**src/rtl/usb_resume_pkg.sv**
```systemverilog
package usb_resume_pkg;

    localparam logic [1:0] LINE_SE0 = 2'b00;
    localparam logic [1:0] LINE_J   = 2'b01;
    localparam logic [1:0] LINE_K   = 2'b10;

    typedef enum logic [2:0] {
        PH_OFF   = 3'd0,
        PH_RUN   = 3'd1,
        PH_SUSP  = 3'd2,
        PH_KDRV  = 3'd3,
        PH_EOP   = 3'd4,
        PH_JIDLE = 3'd5
    } port_phase_t;

    typedef struct packed {
        logic kstate;
        logic se0;
        logic bit_set;
    } port_drive_t;

    function automatic int max3(input int a, input int b, input int c);
        int m;
        m = (a > b) ? a : b;
        return (m > c) ? m : c;
    endfunction

    function automatic logic in_resume(input port_phase_t ph);
        return (ph == PH_KDRV) || (ph == PH_EOP) || (ph == PH_JIDLE);
    endfunction

endpackage

```
**src/rtl/usb_line_watch.sv**
```systemverilog
module usb_line_watch
    import usb_resume_pkg::*;
(
    input  logic       clk,
    input  logic       rst,
    input  logic [1:0] line_state,
    output logic       jk_edge
);
    logic [1:0] cur_q;
    logic [1:0] prev_q;

    always_ff @(posedge clk) begin
        if (rst) begin
            cur_q  <= LINE_SE0;
            prev_q <= LINE_SE0;
        end else begin
            cur_q  <= line_state;
            prev_q <= cur_q;
        end
    end

    assign jk_edge = (prev_q == LINE_J) && (cur_q == LINE_K);

endmodule

```
**src/rtl/usb_phase_timer.sv**
```systemverilog
module usb_phase_timer #(
    parameter int TW = 8
) (
    input  logic          clk,
    input  logic          rst,
    input  logic          restart,
    input  logic [TW-1:0] limit,
    output logic          expired
);
    logic [TW-1:0] cnt;

    always_ff @(posedge clk) begin
        if (rst || restart) begin
            cnt <= '0;
        end else if (cnt != {TW{1'b1}}) begin
            cnt <= cnt + 1'b1;
        end
    end

    assign expired = (cnt == limit - 1'b1);

endmodule

```
**src/rtl/usb_port_resume_seq.sv**
```systemverilog
module usb_port_resume_seq
    import usb_resume_pkg::*;
#(
    parameter int RESUME_CYCLES = 1200000,
    parameter int EOP_CYCLES    = 80,
    parameter int IDLE_CYCLES   = 40
) (
    input  logic       clk,
    input  logic       rst,
    input  logic       port_power,
    input  logic       port_suspended,
    input  logic [1:0] line_state,
    input  logic       resume_wr,
    input  logic       resume_wdata,
    output logic       drive_k,
    output logic       drive_se0,
    output logic       resume_bit,
    output logic       port_change,
    output logic       idle_pulse
);
    localparam int MAXC = max3(RESUME_CYCLES, EOP_CYCLES, IDLE_CYCLES);
    localparam int TW   = $clog2(MAXC + 1) + 1;

    port_phase_t   phase, phase_nxt;
    port_drive_t   drv;
    logic          jk_edge;
    logic          expired;
    logic          restart;
    logic          sw_start;
    logic [TW-1:0] limit;
    logic          idle_q;

    usb_line_watch u_watch (
        .clk        (clk),
        .rst        (rst),
        .line_state (line_state),
        .jk_edge    (jk_edge)
    );

    always_comb begin
        unique case (phase)
            PH_KDRV: limit = TW'(RESUME_CYCLES);
            PH_EOP:  limit = TW'(EOP_CYCLES);
            default: limit = TW'(IDLE_CYCLES);
        endcase
    end

    usb_phase_timer #(.TW(TW)) u_timer (
        .clk     (clk),
        .rst     (rst),
        .restart (restart),
        .limit   (limit),
        .expired (expired)
    );

    assign sw_start = resume_wr && resume_wdata;

    always_comb begin
        phase_nxt = phase;
        if (!port_power) begin
            phase_nxt = PH_OFF;
        end else begin
            unique case (phase)
                PH_OFF:   phase_nxt = PH_RUN;
                PH_RUN:   if (port_suspended) phase_nxt = PH_SUSP;
                PH_SUSP: begin
                    if (jk_edge || sw_start) phase_nxt = PH_KDRV;
                    else if (!port_suspended) phase_nxt = PH_RUN;
                end
                PH_KDRV:  if (expired) phase_nxt = PH_EOP;
                PH_EOP:   if (expired) phase_nxt = PH_JIDLE;
                PH_JIDLE: if (expired) phase_nxt = PH_RUN;
                default:  phase_nxt = PH_OFF;
            endcase
        end
    end

    assign restart = (phase_nxt != phase);

    always_ff @(posedge clk) begin
        if (rst) begin
            phase  <= PH_OFF;
            idle_q <= 1'b0;
        end else begin
            phase  <= phase_nxt;
            idle_q <= port_power && (phase == PH_JIDLE) && expired;
        end
    end

    always_comb begin
        drv.kstate  = port_power && (phase == PH_KDRV);
        drv.se0     = port_power && (phase == PH_EOP);
        drv.bit_set = port_power && in_resume(phase);
    end

    assign drive_k     = drv.kstate;
    assign drive_se0   = drv.se0;
    assign resume_bit  = drv.bit_set;
    assign port_change = port_power && (phase == PH_SUSP) && jk_edge;
    assign idle_pulse  = idle_q;

    AST_K_FROM_SUSPEND: assert property (@(posedge clk) disable iff (rst)
        $rose(drive_k) |-> $past(phase) == PH_SUSP);
    AST_PCD_ONE_CYCLE: assert property (@(posedge clk) disable iff (rst)
        port_change |=> !port_change);
    AST_K_THEN_EOP: assert property (@(posedge clk) disable iff (rst)
        $fell(drive_k) && port_power |-> drive_se0);
    AST_CLEAR_AT_IDLE: assert property (@(posedge clk) disable iff (rst)
        $fell(resume_bit) && port_power |-> idle_pulse);
    AST_WR0_IGNORED: assert property (@(posedge clk) disable iff (rst)
        resume_bit && resume_wr && !resume_wdata && port_power
        |=> resume_bit || idle_pulse || !port_power);
    AST_NO_START_UNSUSP: assert property (@(posedge clk) disable iff (rst)
        (phase == PH_RUN) |=> !drive_k);

endmodule

```
**config.mk**
```make
export PLATFORM = sky130hd
export DESIGN_NAME = usb_port_resume_seq
export DESIGN_NICKNAME = d
export VERILOG_FILES = /design/src/rtl/usb_resume_pkg.sv /design/src/rtl/usb_line_watch.sv /design/src/rtl/usb_phase_timer.sv /design/src/rtl/usb_port_resume_seq.sv
export SDC_FILE = /design/constraint.sdc
export NUM_CORES = 1
export LEC_CHECK = 0
export ABC_AREA = 1
export BUFFER_PORTS_ARGS = -buffer_cell sky130_fd_sc_hd__clkbuf_2
export CAP_MARGIN = 20
export CORE_UTILIZATION = 40
export CTS_BUF_LIST = sky130_fd_sc_hd__clkbuf_8
export DETAILED_ROUTE_END_ITERATION = 10
export PLACE_DENSITY_LB_ADDON = 0.1
export SKIP_LAST_GASP = 1
export SLEW_MARGIN = 20
export SYNTH_ARGS = -nofsm -noshare
export SYNTH_HDL_FRONTEND = slang
export SYNTH_SLANG_ARGS = --single-unit
```
**constraint.sdc**
```tcl
create_clock -name clk -period 2.55 [get_ports clk]
set_input_delay 0.51 -clock clk [delete_from_list [all_inputs] [get_ports clk]]
set_output_delay 0.51 -clock clk [all_outputs]
set_load 0.02 [all_outputs]
```
==> impl_metrics.env <==
export IMPL_first_pass_iters=8
export IMPL_reg2reg_to="u_timer.cnt[16]"
export IMPL_grt_max_degree=14
export IMPL_area_delta_synth_final_pct=12.2
export IMPL_clk_pin_slew_worst_paths_ps=70
export IMPL_clockRootBuffer="clkbuf_8"
export IMPL_crit_slowest_cell="dfxtp_1"
export IMPL_grt_overflow=0
export IMPL_gp_congestion=0.828
export IMPL_clk_latency_ps=290
export IMPL_drcViolationCount=2
export IMPL_filler_cell_count=452
export IMPL_syn_cell_area_mm2=0.00190
export IMPL_ys_types=27
export IMPL_synth_most_common_cell="nor2_1"
export IMPL_start_util=0.425
export IMPL_hold_start="line_state[0]"
export IMPL_die_area_mm2=0.00504
export IMPL_ys_seq_area_frac=0.316
export IMPL_synth_area_per_cell_um2=6.95
export IMPL_fin_setup_tns_ps=0
export IMPL_cp_max_fo=13
export IMPL_cp_cell_sequence="ha_1 > nand2_1 > nor2_1 > nand3_4 > nor2_8 > nand3_4 > nand2_4 > nand2_4 > nand3_2 > nand2_1 > nor2_1 > nand3_2 > buf_12 > nor2_1"
export IMPL_htreeDepth=2
export IMPL_routed_wirelength_um=4190
export IMPL_rr_startpoint="u_timer.cnt[0]"
export IMPL_clock_path_buffers=2
export IMPL_dp_hpwl_um=3250
export IMPL_synth_top_area_share=0.316
export IMPL_die_h_um=71.0
export IMPL_tritoncts="yes"
export IMPL_drive_gt1_frac=0.216
export IMPL_violations="DRC"
export IMPL_antenna_cells=0
export IMPL_min_period_ps=2360
export IMPL_path_buf_inv=1
export IMPL_setup_viol=0
export IMPL_worstSetupPathType="reg -> reg"
export IMPL_drtIter0Drc=132
export IMPL_num_rows=24
export IMPL_die_w_um=71.0
export IMPL_portBuffers=12
export IMPL_slew_viol_final=0
export IMPL_yosysWarningCount=0
export IMPL_final_cells=344
export IMPL_drv_cap=0
export IMPL_relSlewSlack=0.737
export IMPL_path_common_cell="nor2_1"
export IMPL_synth_ff_type="dfxtp_1"
export IMPL_p_leak_nw=0.901
export IMPL_fin_crit_sh=0.925
export IMPL_clock_sinks=30
export IMPL_cts_resized=0
export IMPL_final_nets=300
export IMPL_vdd_drop_max_mv=0.273
export IMPL_synth_largest_area_cell="dfxtp_1"
export IMPL_hold_path_class="in -> reg"
export IMPL_p_per_area_mw_per_mm2=486
export IMPL_syn_nets=283
export IMPL_place_inst=336
export IMPL_antenna_found_initial=0
export IMPL_hold_violations=0
export IMPL_post_cts_buffers=0
export IMPL_cts_hold_buf=0
export IMPL_required_ps=2770
export IMPL_whs_ps=403
export IMPL_vias_per_cell=4.85
export IMPL_timing_fmax_ghz=0.424
export IMPL_fin_skew_ps=7.93
export IMPL_placed_area_mm2=0.00202
export IMPL_status="complete, but fails checks"
export IMPL_via_count=1669
export IMPL_synth_area_top_cells="dfxtp_1, nor2_1, nand2_1"
export IMPL_endpoint_kind="flip-flop"
export IMPL_first_global_vias=1517
export IMPL_ant_nets=0
export IMPL_async_reset_ff_frac=0
export IMPL_multiInputGateArea_mm2=0.00111
export IMPL_synth_common_cells="nor2_1, nand2_1, inv_1, dfxtp_1, nor2_2"
export IMPL_cp_arrival_ps=2580
export IMPL_rsz0062_at_grt="no"
export IMPL_met1_usage=0.283
export IMPL_min_to="u_watch.cur_q[0]"
export IMPL_cp_start_kind="flip-flop"
export IMPL_max_stage_delay_ps=390
export IMPL_setup_ws_ps=192
export IMPL_track_usage=0.186
export IMPL_hold_path_cell_count=3
export IMPL_met3_usage=0.0427
export IMPL_critPathTopFamily="simple AND/OR/NAND/NOR gates"
export IMPL_reg2reg_depth=14
export IMPL_synth_seq_cells=30
export IMPL_post_route_util=0.477
export IMPL_power_mw=1.04
export IMPL_grt_pass1_wl_um=7240
export IMPL_core_area_mm2=0.00447
export IMPL_synthCells=274
export IMPL_wl_per_cell_um=12.2
export IMPL_synth_edf_count=0
export IMPL_globalRouteMet2Util=0.254
export IMPL_design_area_mm2=0.00214
export IMPL_regArea_um2=601
export IMPL_ioPinCount=13
export IMPL_rrSetupSlack_ps=190
export IMPL_cts_buffers=5
export IMPL_preCtsSetupSlack_ps=223
export IMPL_worst_pin_slew_ps=391
export IMPL_busiest_layer="met1"
-- flip-flops by register name, indices dropped and copies added, names as in the netlist --
signal,cells
u_watch.cur_q,2
idle_pulse,1
phase,3
u_timer.cnt,22
u_watch.prev_q,2
-- power breakdown --
part	switching [mW]	internal, mW
sequential	0.00645	0.475
combinational	0.0427	0.0242
clock	0.198	0.290
total	0.247	0.790
-- worst min-delay path, delay by kind of cell --
kind          cells  cell delay, ps
buf+inv           2             120
simple gates      1              30
-- layout by cell type (no fill, tap or decap) --
master,count
dfxtp_1,30
nor2_8,1
inv_2,2
a21oi_1,3
nand3_4,2
nand3_2,5
nor3_1,11
clkbuf_8,5
nand4_1,9
nor2_2,21
nor2_4,1
o211a_1,1
xnor2_1,6
ha_1,1
a31oi_1,1
nand2_4,4
xor2_1,12
buf_12,1
nand3_1,20
clkinvlp_4,2
nand2_1,43
nor2_1,44
nand2_2,5
nor4_1,4
clkbuf_2,12
buf_4,1
o21ai_0,3
o31ai_1,1
bufinv_16,1
inv_1,40
-- per-layer routing --
layer  vias up  part of all wire  wire, µm
li1        895                 -         -
met1       739              0.55      2320
met2        28              0.39      1650
met3         7             0.034       143
met4         0             0.018        74
met5         -                 0         0
-- area by class of cell --
type	count	area share
tap	52	0.0305
timing repair buffer	14	0.0410
sequential	30	0.281
clock buffer	5	0.0322
clock inverter	3	0.0211
multi-input combinational	198	0.520
inverter	42	0.0738
-- cells by family (layout without fill, tap and decap cells) --
family / after synthesis / count (layout) / share of synthesized area
simple gates: 170 / 170 / 0.466
xor+xnor: 18 / 18 / 0.0828
compound gates: 9 / 9 / 0.0283
fa+ha+maj: 1 / 1 / 0.00657
flops: 30 / 30 / 0.316
buf+inv: 46 / 64 / 0.101
-- how the worst max path moves through the flow --
| stage | start | endpoint | depth (start not counted) |
|---|---|---|---|
| global placement | u_timer.cnt[0] | u_timer.cnt[16] | 14 |
| detailed placement | u_timer.cnt[0] | u_timer.cnt[16] | 14 |
| CTS | u_timer.cnt[0] | u_timer.cnt[16] | 14 |
| global route | u_timer.cnt[0] | u_timer.cnt[16] | 14 |
| finish | u_timer.cnt[0] | u_timer.cnt[16] | 14 |
| floorplan | u_timer.cnt[0] | u_timer.cnt[10] | 14 |
Power figures use the tool's default switching activity.
